### src/rtl/sgpio_pkg.sv
package sgpio_pkg;
  localparam int REG_W     = 32;
  localparam int MAX_PINS  = 8;
  localparam int DIR_FIELD = 16;

  typedef struct packed {
    logic drv_lo;
    logic drv_hi;
    logic mk_out;
    logic mk_in;
  } pin_act_t;

  // Extract the four action bits that belong to pin slot n.
  function automatic pin_act_t slot_actions(input logic [REG_W-1:0] w, input int n);
    pin_act_t a;
    a.drv_lo = w[2*n];
    a.drv_hi = w[2*n+1];
    a.mk_out = w[DIR_FIELD+2*n];
    a.mk_in  = w[DIR_FIELD+2*n+1];
    return a;
  endfunction
endpackage

### src/rtl/sgpio_sync.sv
module sgpio_sync #(
  parameter int W = 8
) (
  input  logic         clk,
  input  logic         rst_n,
  input  logic [W-1:0] async_i,
  output logic [W-1:0] sync_o
);
  logic [W-1:0] meta_q;
  logic [W-1:0] sync_q;

  always_ff @(posedge clk or negedge rst_n) begin
    if (!rst_n) begin
      meta_q <= '0;
      sync_q <= '0;
    end else begin
      meta_q <= async_i;
      sync_q <= meta_q;
    end
  end

  assign sync_o = sync_q;
endmodule

### src/rtl/sgpio_pin.sv
module sgpio_pin
  import sgpio_pkg::*;
(
  input  logic     clk,
  input  logic     rst_n,
  input  logic     act_vld,
  input  pin_act_t act,
  output logic     lvl_o,
  output logic     oe_o
);
  logic lvl_q;
  logic oe_q;

  always_ff @(posedge clk or negedge rst_n) begin
    if (!rst_n) begin
      lvl_q <= 1'b0;
      oe_q  <= 1'b0;
    end else if (act_vld) begin
      if (act.drv_lo ^ act.drv_hi) lvl_q <= act.drv_hi;
      if (act.mk_out ^ act.mk_in)  oe_q  <= act.mk_out;
    end
  end

  assign lvl_o = lvl_q;
  assign oe_o  = oe_q;


  drive_low_chk: assert property (@(posedge clk) disable iff (!rst_n)
    act_vld && act.drv_lo && !act.drv_hi |=> !lvl_o);

  drive_high_chk: assert property (@(posedge clk) disable iff (!rst_n)
    act_vld && act.drv_hi && !act.drv_lo |=> lvl_o);

  make_output_chk: assert property (@(posedge clk) disable iff (!rst_n)
    act_vld && act.mk_out && !act.mk_in |=> oe_o);

  make_input_chk: assert property (@(posedge clk) disable iff (!rst_n)
    act_vld && act.mk_in && !act.mk_out |=> !oe_o);

  tie_hold_chk: assert property (@(posedge clk) disable iff (!rst_n)
    (!act_vld || ((act.drv_lo == act.drv_hi) && (act.mk_out == act.mk_in)))
      |=> $stable(lvl_o) && $stable(oe_o));
endmodule

### src/rtl/sgpio_bank.sv
module sgpio_bank
  import sgpio_pkg::*;
#(
  parameter int              PINS   = 8,
  parameter int              ADDR_W = 12,
  parameter logic [ADDR_W-1:0] OFS  = 12'h188
) (
  input  logic              clk,
  input  logic              rst_n,
  input  logic [ADDR_W-1:0] addr_i,
  input  logic              wr_en_i,
  input  logic [REG_W-1:0]  wdata_i,
  input  logic [PINS-1:0]   pad_i,
  output logic [PINS-1:0]   lvl_o,
  output logic [PINS-1:0]   oe_o,
  output logic              hit_o,
  output logic [REG_W-1:0]  rword_o
);
  localparam int SLOT_BITS = 2 * PINS;

  // Write bits that address a pin that exists in this bank.
  localparam logic [REG_W-1:0] LIVE_MASK =
    (REG_W'((64'(1) << SLOT_BITS) - 1)) |
    (REG_W'((64'(1) << SLOT_BITS) - 1) << DIR_FIELD);

  logic            wr_hit;
  logic [PINS-1:0] pad_sync;

  assign hit_o  = (addr_i == OFS);
  assign wr_hit = wr_en_i && hit_o;

  sgpio_sync #(.W(PINS)) u_sync (
    .clk     (clk),
    .rst_n   (rst_n),
    .async_i (pad_i),
    .sync_o  (pad_sync)
  );

  for (genvar n = 0; n < PINS; n++) begin : g_pin
    sgpio_pin u_pin (
      .clk     (clk),
      .rst_n   (rst_n),
      .act_vld (wr_hit),
      .act     (slot_actions(wdata_i, n)),
      .lvl_o   (lvl_o[n]),
      .oe_o    (oe_o[n])
    );
  end

  always_comb begin
    rword_o = '0;
    for (int n = 0; n < PINS; n++) rword_o[2*n+1] = pad_sync[n];
  end


  dead_slot_chk: assert property (@(posedge clk) disable iff (!rst_n)
    wr_hit && ((wdata_i & LIVE_MASK) == '0) |=> $stable(lvl_o) && $stable(oe_o));
endmodule

### src/rtl/setclr_gpio.sv
module setclr_gpio
  import sgpio_pkg::*;
#(
  parameter int              ADDR_W     = 12,
  parameter int              BANK0_PINS = 8,
  parameter int              BANK1_PINS = 4,
  parameter logic [ADDR_W-1:0] BANK0_OFS = 12'h188,
  parameter logic [ADDR_W-1:0] BANK1_OFS = 12'h18C,
  localparam int             NPINS      = BANK0_PINS + BANK1_PINS
) (
  input  logic              clk,
  input  logic              rst_n,
  input  logic [ADDR_W-1:0] bus_addr,
  input  logic              bus_wr_en,
  input  logic [REG_W-1:0]  bus_wdata,
  output logic [REG_W-1:0]  bus_rdata,
  input  logic [NPINS-1:0]  pin_in,
  output logic [NPINS-1:0]  pin_out,
  output logic [NPINS-1:0]  pin_oe
);
  localparam int NB = 2;
  localparam int BANK_PINS [NB] = '{BANK0_PINS, BANK1_PINS};
  localparam int BANK_BASE [NB] = '{0, BANK0_PINS};
  localparam logic [ADDR_W-1:0] BANK_OFS [NB] = '{BANK0_OFS, BANK1_OFS};

  logic [NB-1:0]    hit;
  logic [REG_W-1:0] rword [NB];

  for (genvar b = 0; b < NB; b++) begin : g_bank
    sgpio_bank #(
      .PINS   (BANK_PINS[b]),
      .ADDR_W (ADDR_W),
      .OFS    (BANK_OFS[b])
    ) u_bank (
      .clk     (clk),
      .rst_n   (rst_n),
      .addr_i  (bus_addr),
      .wr_en_i (bus_wr_en),
      .wdata_i (bus_wdata),
      .pad_i   (pin_in[BANK_BASE[b] +: BANK_PINS[b]]),
      .lvl_o   (pin_out[BANK_BASE[b] +: BANK_PINS[b]]),
      .oe_o    (pin_oe[BANK_BASE[b] +: BANK_PINS[b]]),
      .hit_o   (hit[b]),
      .rword_o (rword[b])
    );
  end

  always_comb begin
    bus_rdata = '0;
    for (int b = 0; b < NB; b++) if (hit[b]) bus_rdata |= rword[b];
  end


  stray_write_chk: assert property (@(posedge clk) disable iff (!rst_n)
    bus_wr_en && (bus_addr != BANK0_OFS) && (bus_addr != BANK1_OFS)
      |=> $stable(pin_out) && $stable(pin_oe));

  stray_read_chk: assert property (@(posedge clk) disable iff (!rst_n)
    (bus_addr != BANK0_OFS) && (bus_addr != BANK1_OFS) |-> bus_rdata == '0);
endmodule

### config.mk
export PLATFORM = sky130hd
export DESIGN_NAME = setclr_gpio
export DESIGN_NICKNAME = d
export VERILOG_FILES = /design/src/rtl/sgpio_pkg.sv /design/src/rtl/sgpio_sync.sv /design/src/rtl/sgpio_pin.sv /design/src/rtl/sgpio_bank.sv /design/src/rtl/setclr_gpio.sv
export SDC_FILE = /design/constraint.sdc
export NUM_CORES = 1
export LEC_CHECK = 0
export ABC_AREA = 1
export BUFFER_PORTS_ARGS = -buffer_cell sky130_fd_sc_hd__buf_4
export CAP_MARGIN = 15
export CORE_MARGIN = 10
export CORE_UTILIZATION = 42
export CTS_CLUSTER_SIZE = 28
export DETAILED_ROUTE_END_ITERATION = 16
export GPL_TIMING_DRIVEN = 0
export PLACE_DENSITY = 0.76
export SLEW_MARGIN = 30
export SYNTH_ARGS = -nofsm -noshare
export SYNTH_HDL_FRONTEND = slang
export SYNTH_SLANG_ARGS = --single-unit
### constraint.sdc
create_clock -name clk -period 0.93 [get_ports clk]
set_clock_uncertainty 0.15 [all_clocks]
set_input_delay 0.0465 -clock clk [delete_from_list [all_inputs] [get_ports clk]]
set_output_delay 0.0465 -clock clk [all_outputs]
set_load 0.1 [all_outputs]
==> results.py <==
metrics = {
    "routing": {
        "drtPass1Iterations": 4,
        "drc": 0,
        "routed_via_density": 4.615,
        "vias": 2575,
        "drt_iter0_drc": 113,
        "drtAntennaViolNets": 0,
        "post_drt_wl_per_cell_um": 15.99,
        "drt_wl_total_mm": 8.922,
    },
    "synth": {
        "synth.yosys.seq_area_share_pct": 48.58,
        "synth_top_family_by_area": "simple AND/OR/NAND/NOR gates",
        "yosysWarnings": 0,
        "synth-compound-area-share_pct": 0,
        "syn-instance-count": 299,
        "synth_area_mm2": 0.002472,
        "yosys.area_share.simple_pct": 29.45,
        "synth_xor_area_share_pct": 0,
        "synthAdderAreaFrac_pct": 0,
        "ys_types": 16,
        "synth_seq_cells": 48,
        "syn_avg_cell_area_um2": 8.269,
        "synth_mux_area_share_pct": 0,
    },
    "timing": {
        "period_share_pct": 139.6,
        "fmax_ghz": 0.7703,
        "setup_ws_ps": -368.1,
        "max_slew_margin_pct": 60.56,
        "slew_violations": 0,
        "worst_slew_pin_slew_ps": 591.6,
        "tns_ps": -14240,
        "holdWs_ps": -149.1,
        "finalWorstPathRequiredPeriod_ps": 1298,
        "hold_violations": 12,
        "grt_setup_unrepaired": "true",
        "finalSetupViolations": 56,
    },
    "pwr": {
        "p_per_area_mw_per_mm2": 1012,
        "power.share.clock_pct": 32.5,
        "peakVddDrop_uv": 1216,
        "p_sw_share_pct": 29.87,
        "switchingPower_w": 0.001465,
        "internal_power_w": 0.003439,
        "p_leak_nw": 2.537,
        "power_frac_comb_pct": 23.3,
        "p_seq_share_pct": 44.2,
    },
    "setup_path": {
        "cp_max_fo": 6,
        "cp.arrival_ps": 1100,
        "regToRegSetupSlack_ps": -150,
        "cp.required_ps": 730,
        "critPathLaunchType": "primary input",
        "setup.worst_path.end_class": "primary output",
        "crit_type": "primary input to primary output",
    },
    "cts": {
        "cts-htree-levels": 2,
        "clockBufferDepth": 2,
        "clk_latency_ps": 300,
        "cts_tree": "yes",
        "clock_sinks": 48,
        "cts_buffers": 5,
        "clk_pin_slew_ps": 90,
        "cts_root_buf": "clkbuf_8",
        "cts_hold_buf": 43,
    },
    "global_routing": {
        "overflow": 0,
        "grt_pass1_wl_mm": 13.72,
        "grt_max_degree": 49,
        "antenna_found_initial": 0,
        "grt_pass1_vias": 2815,
        "grtUsageTotal_pct": 17.64,
    },
    "finish": {
        "areaGrowthSynthToFinish_pct": 95.95,
        "nets": 544,
        "fin_cells": 558,
        "diodes": 0,
        "drive_above_1_share_pct": 46.71,
    },
    "placed_design": {
        "hpwl_mm": 5.043,
        "dpl_worst_slack_ps": -693.7,
        "place_congestion": 0.7439,
        "placed_cells": 483,
        "port_buffers": 89,
    },
    "min_path": {
        "hold_path_class": "primary input to flip-flop",
    },
    "floorplanning": {
        "rows": 27,
        "die_h_um": 96.73,
        "initial_core_util_pct": 44.09,
        "coreArea_mm2": 0.005608,
        "die_w_um": 96.73,
        "die_area_mm2": 0.009356,
        "pin_count": 115,
    },
    "job": {
        "max_cap_viol_count": 0,
    },
    "outcome": {
        "status": "complete, but fails checks",
        "violations": "negative hold slack, negative setup slack",
    },
}
## final cells by class
cell class,count,area (um^2)
Clock inverter,2,38.79
Multi-Input combinational cell,184,1015
Clock buffer,6,82.58
Timing Repair Buffer,164,1822
Sequential cell,48,1201
Inverter,33,143.9
Tap cell,72,90.09
Fill cell,280,763.2
Buffer,49,451.7
## worst max-delay path: stages
cell	delay (ps)
buf_6	90
or2_4	280
nor2_8	160
nand2_8	120
clkinv_8	100
nand2_4	60
nand2_4	70
buf_12	170
## state kept, by name (all words and copies together) (netlist names)
name and count:
g_bank.u_bank.u_sync.sync_o 12, g_bank.u_bank.g_pin.u_pin.oe_o 12, g_bank.u_bank.g_pin.u_pin.lvl_o 12, g_bank.u_bank.u_sync.meta_q 12
## per-stage QoR
stage                     utilization (%)  cell area, um^2  hold WS (ps)  total power, W
final                               86.39             4845        -149.1        0.004904
after global routing                86.39             4845        -131.3        0.005074
after CTS                           84.40             4733        -86.12        0.004883
after detailed placement            61.29             3437        -59.49        0.003111
after global placement              61.29             3437        -63.21        0.003097
after floorplan                         -             2679        -399.1        0.002840
## repair_timing
item,4_1_cts,5_1_grt
endpoints found under the hold margin,84,12
gates resized for setup,150,29
gates cloned,1,1
pin swaps,12,25
buffers inserted,28,7
setup endpoints to repair,56,56
## synth_stat cells
cell type  instances  area [um^2]
buf_2              2        10.01
buf_4             51        382.9
buf_6              1        11.26
clkbuf_1           3        11.26
conb_1             1        3.750
dfrtp_1           48         1201
inv_1             33        123.9
nand2_1           85        319.1
nand2_4            1        11.26
nand3_1            4        20.02
nand4_1           24        150.1
nor2_1            40        150.1
nor2_2             1        6.260
nor2_4             2        22.52
nor2_8             2        40.04
or2_4              1        8.760
## power groups by stage
| stage | Sequential, W | Clock, W | Combinational [W] |
|---|---|---|---|
| 2_1_floorplan | 0.00219 | 0 | 0.000646 |
| 6_report | 0.00217 | 0.00160 | 0.00114 |
| 4_1_cts | 0.00216 | 0.00162 | 0.00109 |
| 3_5_place_dp | 0.00220 | 0 | 0.000913 |
| 5_1_grt | 0.00217 | 0.00170 | 0.00120 |
| 3_3_place_gp | 0.00219 | 0 | 0.000903 |
## logic make-up after synthesis
kind of cell | Yosys count
AND/OR/NAND/NOR | 160
buffers and inverters | 90
flip-flops | 48
other | 1
## cell usage in the layout, fill, tap and decap left out, types with 2 or more instances in the layout
| master | instances |
|---|---|
| buf_4 | 102 |
| nand2_1 | 75 |
| dfrtp_1 | 48 |
| buf_6 | 35 |
| dlygate4sd3_1 | 34 |
| buf_12 | 33 |
| inv_1 | 27 |
| nor2_1 | 25 |
| nand4_1 | 24 |
| conb_1 | 24 |
| nor2_4 | 9 |
| nor2_2 | 9 |
| nand2_4 | 7 |
| clkbuf_8 | 6 |
| buf_8 | 5 |
| inv_2 | 4 |
| nand2_8 | 3 |
| nand3_2 | 3 |
| nor2_8 | 2 |
| clkbuf_1 | 2 |
## path summary, 6_finish.rpt
| check | startpoint | end | cells after the start |
|---|---|---|---|
| max reg2reg | g_bank[0].u_bank.g_pin[4].u_pin.oe_o$_DFFE_PN0P_ | g_bank[0].u_bank.g_pin[4].u_pin.oe_o$_DFFE_PN0P_ | 5 |
| max | bus_addr[0] | bus_rdata[7] | 8 |
| min in group asynchronous | rst_n | g_bank[1].u_bank.g_pin[0].u_pin.oe_o$_DFFE_PN0P_ | 2 |
| min reg2reg | g_bank[1].u_bank.u_sync.meta_q[1]$_DFF_PN0_ | g_bank[1].u_bank.u_sync.sync_o[1]$_DFF_PN0_ | 0 |
| max in group asynchronous | rst_n | g_bank[0].u_bank.g_pin[7].u_pin.oe_o$_DFFE_PN0P_ | 2 |
| min | bus_wdata[19] | g_bank[1].u_bank.g_pin[1].u_pin.oe_o$_DFFE_PN0P_ | 4 |
## layer usage
metal  global-route usage (%)  vias up  routed length [um]
met5                        0        -                   0
li1                         -     1209                   -
met4                    8.117        0                 229
met2                    32.16      122                4908
met3                    7.523       21                 805
met1                    16.59     1223                2977
No activity file was read; power rests on OpenSTA's default activity.
